`config.mk`:
```
export PLATFORM = sky130hd
export DESIGN_NAME = wag_addr_gen
export DESIGN_NICKNAME = d
export VERILOG_FILES = /design/src/rtl/wag_pkg.sv /design/src/rtl/wag_len_clamp.sv /design/src/rtl/wag_seq_counter.sv /design/src/rtl/wag_phase_acc.sv /design/src/rtl/wag_addr_gen.sv
export SDC_FILE = /design/constraint.sdc
export NUM_CORES = 1
export LEC_CHECK = 0
export BUFFER_PORTS_ARGS = -buffer_cell sky130_fd_sc_hd__buf_2
export CAP_MARGIN = 20
export CORE_ASPECT_RATIO = 0.75
export CORE_MARGIN = 2
export CORE_UTILIZATION = 60
export DETAILED_ROUTE_END_ITERATION = 7
export PLACE_DENSITY_LB_ADDON = 0.12
export RECOVER_POWER = 100
export SYNTH_ARGS = -nofsm -noshare
export SYNTH_HDL_FRONTEND = slang
export SYNTH_HIERARCHICAL = 1
export SYNTH_SLANG_ARGS = --single-unit
```
`constraint.sdc`:
```
create_clock -name clk -period 3 [get_ports clk]
set_clock_uncertainty 0.05 [all_clocks]
set_input_delay 0 -clock clk [delete_from_list [all_inputs] [get_ports clk]]
set_output_delay 0 -clock clk [all_outputs]
set_load 0.01 [all_outputs]
```
`src/rtl/wag_pkg.sv`:
```
package wag_pkg;
  typedef enum logic {
    WAG_STEP  = 1'b0,
    WAG_PHASE = 1'b1
  } wag_mode_e;
endpackage

```
`src/rtl/wag_len_clamp.sv`:
```
// Turns the programmed length into the index of the last point.
module wag_len_clamp #(
  parameter int ADDR_W  = 16,
  parameter int MIN_LEN = 4,
  parameter int SQ_LEN  = 2
) (
  input  logic [ADDR_W:0]   len_raw,
  output logic [ADDR_W-1:0] last_pt
);
  localparam int LEN_W = ADDR_W + 1;
  localparam logic [LEN_W-1:0] MAX_LEN = LEN_W'(1) << ADDR_W;
  localparam logic [LEN_W-1:0] MIN_L   = LEN_W'(MIN_LEN);
  localparam logic [LEN_W-1:0] SQ_L    = LEN_W'(SQ_LEN);

  logic [LEN_W-1:0] eff_len;
  logic [LEN_W-1:0] eff_m1;

  always_comb begin
    if (len_raw > MAX_LEN)                         eff_len = MAX_LEN;
    else if (len_raw == SQ_L)                      eff_len = SQ_L;
    else if (len_raw < MIN_L)                      eff_len = MIN_L;
    else                                           eff_len = len_raw;
    eff_m1 = eff_len - LEN_W'(1);
  end

  assign last_pt = eff_m1[ADDR_W-1:0];
endmodule

```
`src/rtl/wag_seq_counter.sv`:
```
// Point counter for stepping mode with a registered wrap marker.
module wag_seq_counter #(
  parameter int ADDR_W = 16
) (
  input  logic              clk,
  input  logic              rst_n,
  input  logic              clr,
  input  logic              step,
  input  logic [ADDR_W-1:0] last_pt,
  output logic [ADDR_W-1:0] cnt_o,
  output logic              wrap_o
);
  logic [ADDR_W-1:0] cnt_q;
  logic              wrap_q;

  always_ff @(posedge clk or negedge rst_n) begin
    if (!rst_n) begin
      cnt_q  <= '0;
      wrap_q <= 1'b0;
    end else if (clr) begin
      cnt_q  <= '0;
      wrap_q <= 1'b0;
    end else if (step) begin
      if (cnt_q >= last_pt) begin
        cnt_q  <= '0;
        wrap_q <= 1'b1;
      end else begin
        cnt_q  <= cnt_q + ADDR_W'(1);
        wrap_q <= 1'b0;
      end
    end else begin
      wrap_q <= 1'b0;
    end
  end

  assign cnt_o  = cnt_q;
  assign wrap_o = wrap_q;
endmodule

```
`src/rtl/wag_phase_acc.sv`:
```
// Phase accumulator with its own increment register.
module wag_phase_acc #(
  parameter int ACC_W    = 38,
  parameter int TBL_BITS = 12
) (
  input  logic                clk,
  input  logic                rst_n,
  input  logic                clr,
  input  logic                run,
  input  logic                inc_load,
  input  logic [ACC_W-1:0]    inc_in,
  output logic [TBL_BITS-1:0] phase_top_o,
  output logic                wrap_o
);
  logic [ACC_W-1:0] acc_q;
  logic [ACC_W-1:0] inc_q;
  logic             wrap_q;
  logic [ACC_W:0]   sum;

  assign sum = {1'b0, acc_q} + {1'b0, inc_q};

  always_ff @(posedge clk or negedge rst_n) begin
    if (!rst_n) begin
      inc_q <= '0;
    end else if (inc_load) begin
      inc_q <= inc_in;
    end
  end

  always_ff @(posedge clk or negedge rst_n) begin
    if (!rst_n) begin
      acc_q  <= '0;
      wrap_q <= 1'b0;
    end else if (clr) begin
      acc_q  <= '0;
      wrap_q <= 1'b0;
    end else if (run) begin
      acc_q  <= sum[ACC_W-1:0];
      wrap_q <= sum[ACC_W];
    end else begin
      wrap_q <= 1'b0;
    end
  end

  assign phase_top_o = acc_q[ACC_W-1 -: TBL_BITS];
  assign wrap_o      = wrap_q;
endmodule

```
`src/rtl/wag_addr_gen.sv`:
```
module wag_addr_gen
  import wag_pkg::*;
#(
  parameter int ADDR_W   = 16,
  parameter int ACC_W    = 38,
  parameter int TBL_BITS = 12,
  parameter int MIN_LEN  = 4,
  parameter int SQ_LEN   = 2
) (
  input  logic              clk,
  input  logic              rst_n,
  input  logic              mode_i,
  input  logic [ADDR_W:0]   len_i,
  input  logic [ACC_W-1:0]  phase_inc_i,
  input  logic              inc_load_i,
  input  logic              sample_en_i,
  output logic [ADDR_W-1:0] addr_o,
  output logic              cyc_start_o
);
  localparam int PAD_W = ADDR_W - TBL_BITS;

  wag_mode_e             mode_q;
  wag_mode_e             mode_req;
  logic                  mode_chg;
  logic [ADDR_W-1:0]     last_pt;
  logic [ADDR_W-1:0]     seq_addr;
  logic                  seq_wrap;
  logic [TBL_BITS-1:0]   phase_top;
  logic                  phase_wrap;
  logic [ADDR_W-1:0]     phase_addr;

  assign mode_req = wag_mode_e'(mode_i);
  assign mode_chg = (mode_req != mode_q);

  always_ff @(posedge clk or negedge rst_n) begin
    if (!rst_n) mode_q <= WAG_STEP;
    else        mode_q <= mode_req;
  end

  wag_len_clamp #(
    .ADDR_W (ADDR_W),
    .MIN_LEN(MIN_LEN),
    .SQ_LEN (SQ_LEN)
  ) u_clamp (
    .len_raw(len_i),
    .last_pt(last_pt)
  );

  wag_seq_counter #(
    .ADDR_W(ADDR_W)
  ) u_seq (
    .clk    (clk),
    .rst_n  (rst_n),
    .clr    (mode_chg),
    .step   (sample_en_i && mode_q == WAG_STEP),
    .last_pt(last_pt),
    .cnt_o  (seq_addr),
    .wrap_o (seq_wrap)
  );

  wag_phase_acc #(
    .ACC_W   (ACC_W),
    .TBL_BITS(TBL_BITS)
  ) u_acc (
    .clk        (clk),
    .rst_n      (rst_n),
    .clr        (mode_chg),
    .run        (mode_q == WAG_PHASE),
    .inc_load   (inc_load_i),
    .inc_in     (phase_inc_i),
    .phase_top_o(phase_top),
    .wrap_o     (phase_wrap)
  );

  generate
    if (PAD_W > 0) begin : g_pad
      assign phase_addr = {{PAD_W{1'b0}}, phase_top};
    end else begin : g_nopad
      assign phase_addr = phase_top[ADDR_W-1:0];
    end
  endgenerate

  assign addr_o      = (mode_q == WAG_PHASE) ? phase_addr : seq_addr;
  assign cyc_start_o = (mode_q == WAG_PHASE) ? phase_wrap : seq_wrap;
endmodule

```
==> results.cfg <==
[status]
status = finished with violations
violations = capacitance limit, slew limit, setup timing

[critical_path]
arrival_ns = 3.57
criticalPathCategory = input port to flop
cp.required_ns = 3.18
max_stage_delay_ns = 0.38
r2r_start = u_acc/acc_q[0]$_DFFE_PN0P_
slowest_stage = a2111o_1
crit_path_start_kind = input port
worstPathMaxFanout = 7
critical_path.cell_chain = buf_6 > nor4_4 > nand4_4 > o311ai_4 > ha_2 > a21boi_4 > o211ai_4 > o311ai_2 > o211ai_1 > inv_1 > ha_1 > nand4_1 > a2111o_1 > o32a_1 > buf_4 > and3_4 > a211o_1
crit_path_start = len_i[14]
end_kind = flop

[clock_tree]
clk-insertion-delay-late_ns = 0.35
cts_max_level = 3
cts.sinks = 95
clkTransAtPathRegs_ns = 0.07
cts_tree = built
cts_buffers = 9
root_buffer = clkbuf_16
max-clock-path-buffers = 2

[sta]
timing.hold.ws_ns = 0.258
hold_violations = 0
fmax_ghz = 0.295
max-slew-margin-rel_pct = -43.7
setup_viol = 24
fin_crit_sh_pct = 113
tightest_slew_ns = 2.16
drv_slew = 157
finalSetupTns_ns = -5.54
period_needed_ns = 3.39
rsz0062_at_grt = yes
setup_ws_ns = -0.395

[pwr]
peakVddDrop_uv = 452
p_leak_nw = 4.25
power_density_nw_per_um2 = 565

[flow_run]
maxCapViolations = 3

[die]
core_um2 = 11700
initial_core_util_pct = 62.2
ios = 77
dieArea_um2 = 13000
rows = 34
die_h_um = 99.4
die_x_um = 131

[routing]
num_vias = 6552
drt_first_pass_iters = 5
drc = 0
initialDrtViolationCount = 443
detail_route.wl_per_cell_um = 17.4
ant_nets = 0
routed_via_density = 6.04
drt_wl_total_mm = 18.9

[place]
io_buffers = 76
gp_congestion = 1.01
hpwl_mm = 13.3

[grt]
grt_max_degree = 60
grt_pass1_vias = 6432
antenna_found_initial = 0
grt-ovfl-total = 0
grt_pass1_wl_mm = 31.3
grt_usage_pct = 29.3

[yosys]
synth_flop_cell = dfrtp_1
avgSynthCellArea_um2 = 9.41
ys_seq_area_share_pct = 32.7
netlist_area_um2 = 7270
netlist_instances = 773
synth-edff-count = 0
post_synth_num_cell_types = 72
synth-seq-cells = 95
yosysWarnings = 6
synth_area_leaders = dfrtp_1 (33%), ha_1 (9.6%), mux2_2 (7.4%)
async_flop_share_pct = 100
yosysTopAreaCellShare_pct = 32.7
synth_top_area_cell = dfrtp_1
syn-num-nets = 890

[cells_and_area]
diodes = 0
area_growth_pct = 23.1
fill_cells = 820
layout-drive-gt1-share_pct = 25.5
nNetsFinal = 1035

[hold_path]
min-delay-start = sample_en_i
hp-class = input port to flop
stage by stage:
step / power [mW] / cell area, µm² / std cells / setup WS, ns / utilization [%]
floorplan: 3.34 / 7330 / 773 / -0.541 / -
CTS: 5.02 / 8900 / 1082 / -0.377 / 76.1
global route: 5.40 / 8960 / 1085 / -0.556 / 76.6
finish: 5.06 / 8960 / 1085 / -0.395 / 76.6
global placement: 3.73 / 8080 / 1021 / -0.635 / 69.0
detailed placement: 3.82 / 8080 / 1021 / -0.796 / 69.0
power breakdown:
group / switching (mW) / internal (mW) / total, mW / leakage [nW]
Clock: 0.538 / 0.584 / 1.12 / 0.138
Sequential: 0.147 / 1.48 / 1.63 / 1.21
Combinational: 1.30 / 1.02 / 2.31 / 2.90
Total: 1.98 / 3.08 / 5.06 / 4.25
cell families after synthesis:
family	after synthesis	synth area share, %
AND/OR/NAND/NOR	225	16.5
AO/OA/AOI/OAI	200	19.4
flip-flops	95	32.7
buffers and inverters	82	5.33
multiplexers	79	12.0
adder cells (fa/ha/maj)	57	9.91
XOR/XNOR	35	4.21
final timing paths:
kind	to	slack, ns	cells past startpoint
setup / recovery	u_seq/cnt_o[7]$_DFFE_PN0P_	-0.39	17
hold / removal	u_seq/cnt_o[2]$_DFFE_PN0P_	0.26	4
setup reg to reg	u_acc/acc_q[32]$_DFFE_PN0P_	-0.14	12
hold reg to reg	u_acc/inc_q[14]$_DFFE_PN0P_	0.47	1
max in group asynchronous	u_acc/inc_q[30]$_DFFE_PN0P_	0.75	3
min in group asynchronous	u_seq/cnt_o[13]$_DFFE_PN0P_	0.51	2
placed cells by master, fill, tap and decap left out, types with 39 or more instances in the layout:
cell,count
a21oi_1,43
buf_2,57
buf_4,53
dfrtp_1,94
dlygate4sd3_1,40
ha_1,50
inv_1,39
mux2_2,46
nand2_1,43
nor2_1,47
critical path: cells and delay by family:
kind            cells  cell delay [ns]
fa+ha+maj           2             0.37
simple gates        4             0.82
buf+inv             3             0.34
compound gates      8             2.03
synthesized netlist by cell type, drive strengths merged, types with 16 or more instances:
library cell	count
o21ai	36
a21o	24
inv	39
a31oi	16
buf	24
a21oi	46
xor2	18
clkbuf	19
xnor2	17
ha	56
nand2	43
nor2	48
nor3	16
nand3	27
mux2i	27
nand4	20
mux2	52
dfrtp	95
repair_timing:
item / in CTS / in global routing
pin swaps: 9 / 14
endpoints found under the hold margin: 97 / 0
setup endpoints to repair: 17 / 23
buffers inserted: 5 / 4
gates resized for setup: 20 / 27
gates cloned: 0 / 0
hold buffers: 40 / 0
routing by layer:
| metal | vias to the layer above | GRT usage (%) | share of wire (%) |
|---|---|---|---|
| met4 | 0 | 7.11 | 1.4 |
| li1 | 3152 | - | - |
| met1 | 3156 | 40.5 | 46 |
| met2 | 215 | 48.7 | 47 |
| met5 | - | 0 | 0 |
| met3 | 29 | 4.94 | 5.7 |
flip-flops by register name (all words and copies together) (netlist names):
name / cells
mode_q: 1
u_acc/acc_q: 38
u_acc/inc_q: 38
u_acc/wrap_o: 1
u_seq/cnt_o: 16
u_seq/wrap_o: 1
layout make-up:
| cell class | instances | area [µm²] | share of cell area (%) |
|---|---|---|---|
| Clock inverter | 6 | 56.3 | 0.629 |
| Tap cell | 162 | 203 | 2.26 |
| Inverter | 39 | 146 | 1.63 |
| Timing Repair Buffer | 177 | 1270 | 14.2 |
| Sequential cell | 95 | 2380 | 26.6 |
| Multi-Input combinational cell | 596 | 4680 | 52.2 |
| Clock buffer | 10 | 229 | 2.56 |
No activity file was read; power rests on OpenSTA's default activity.
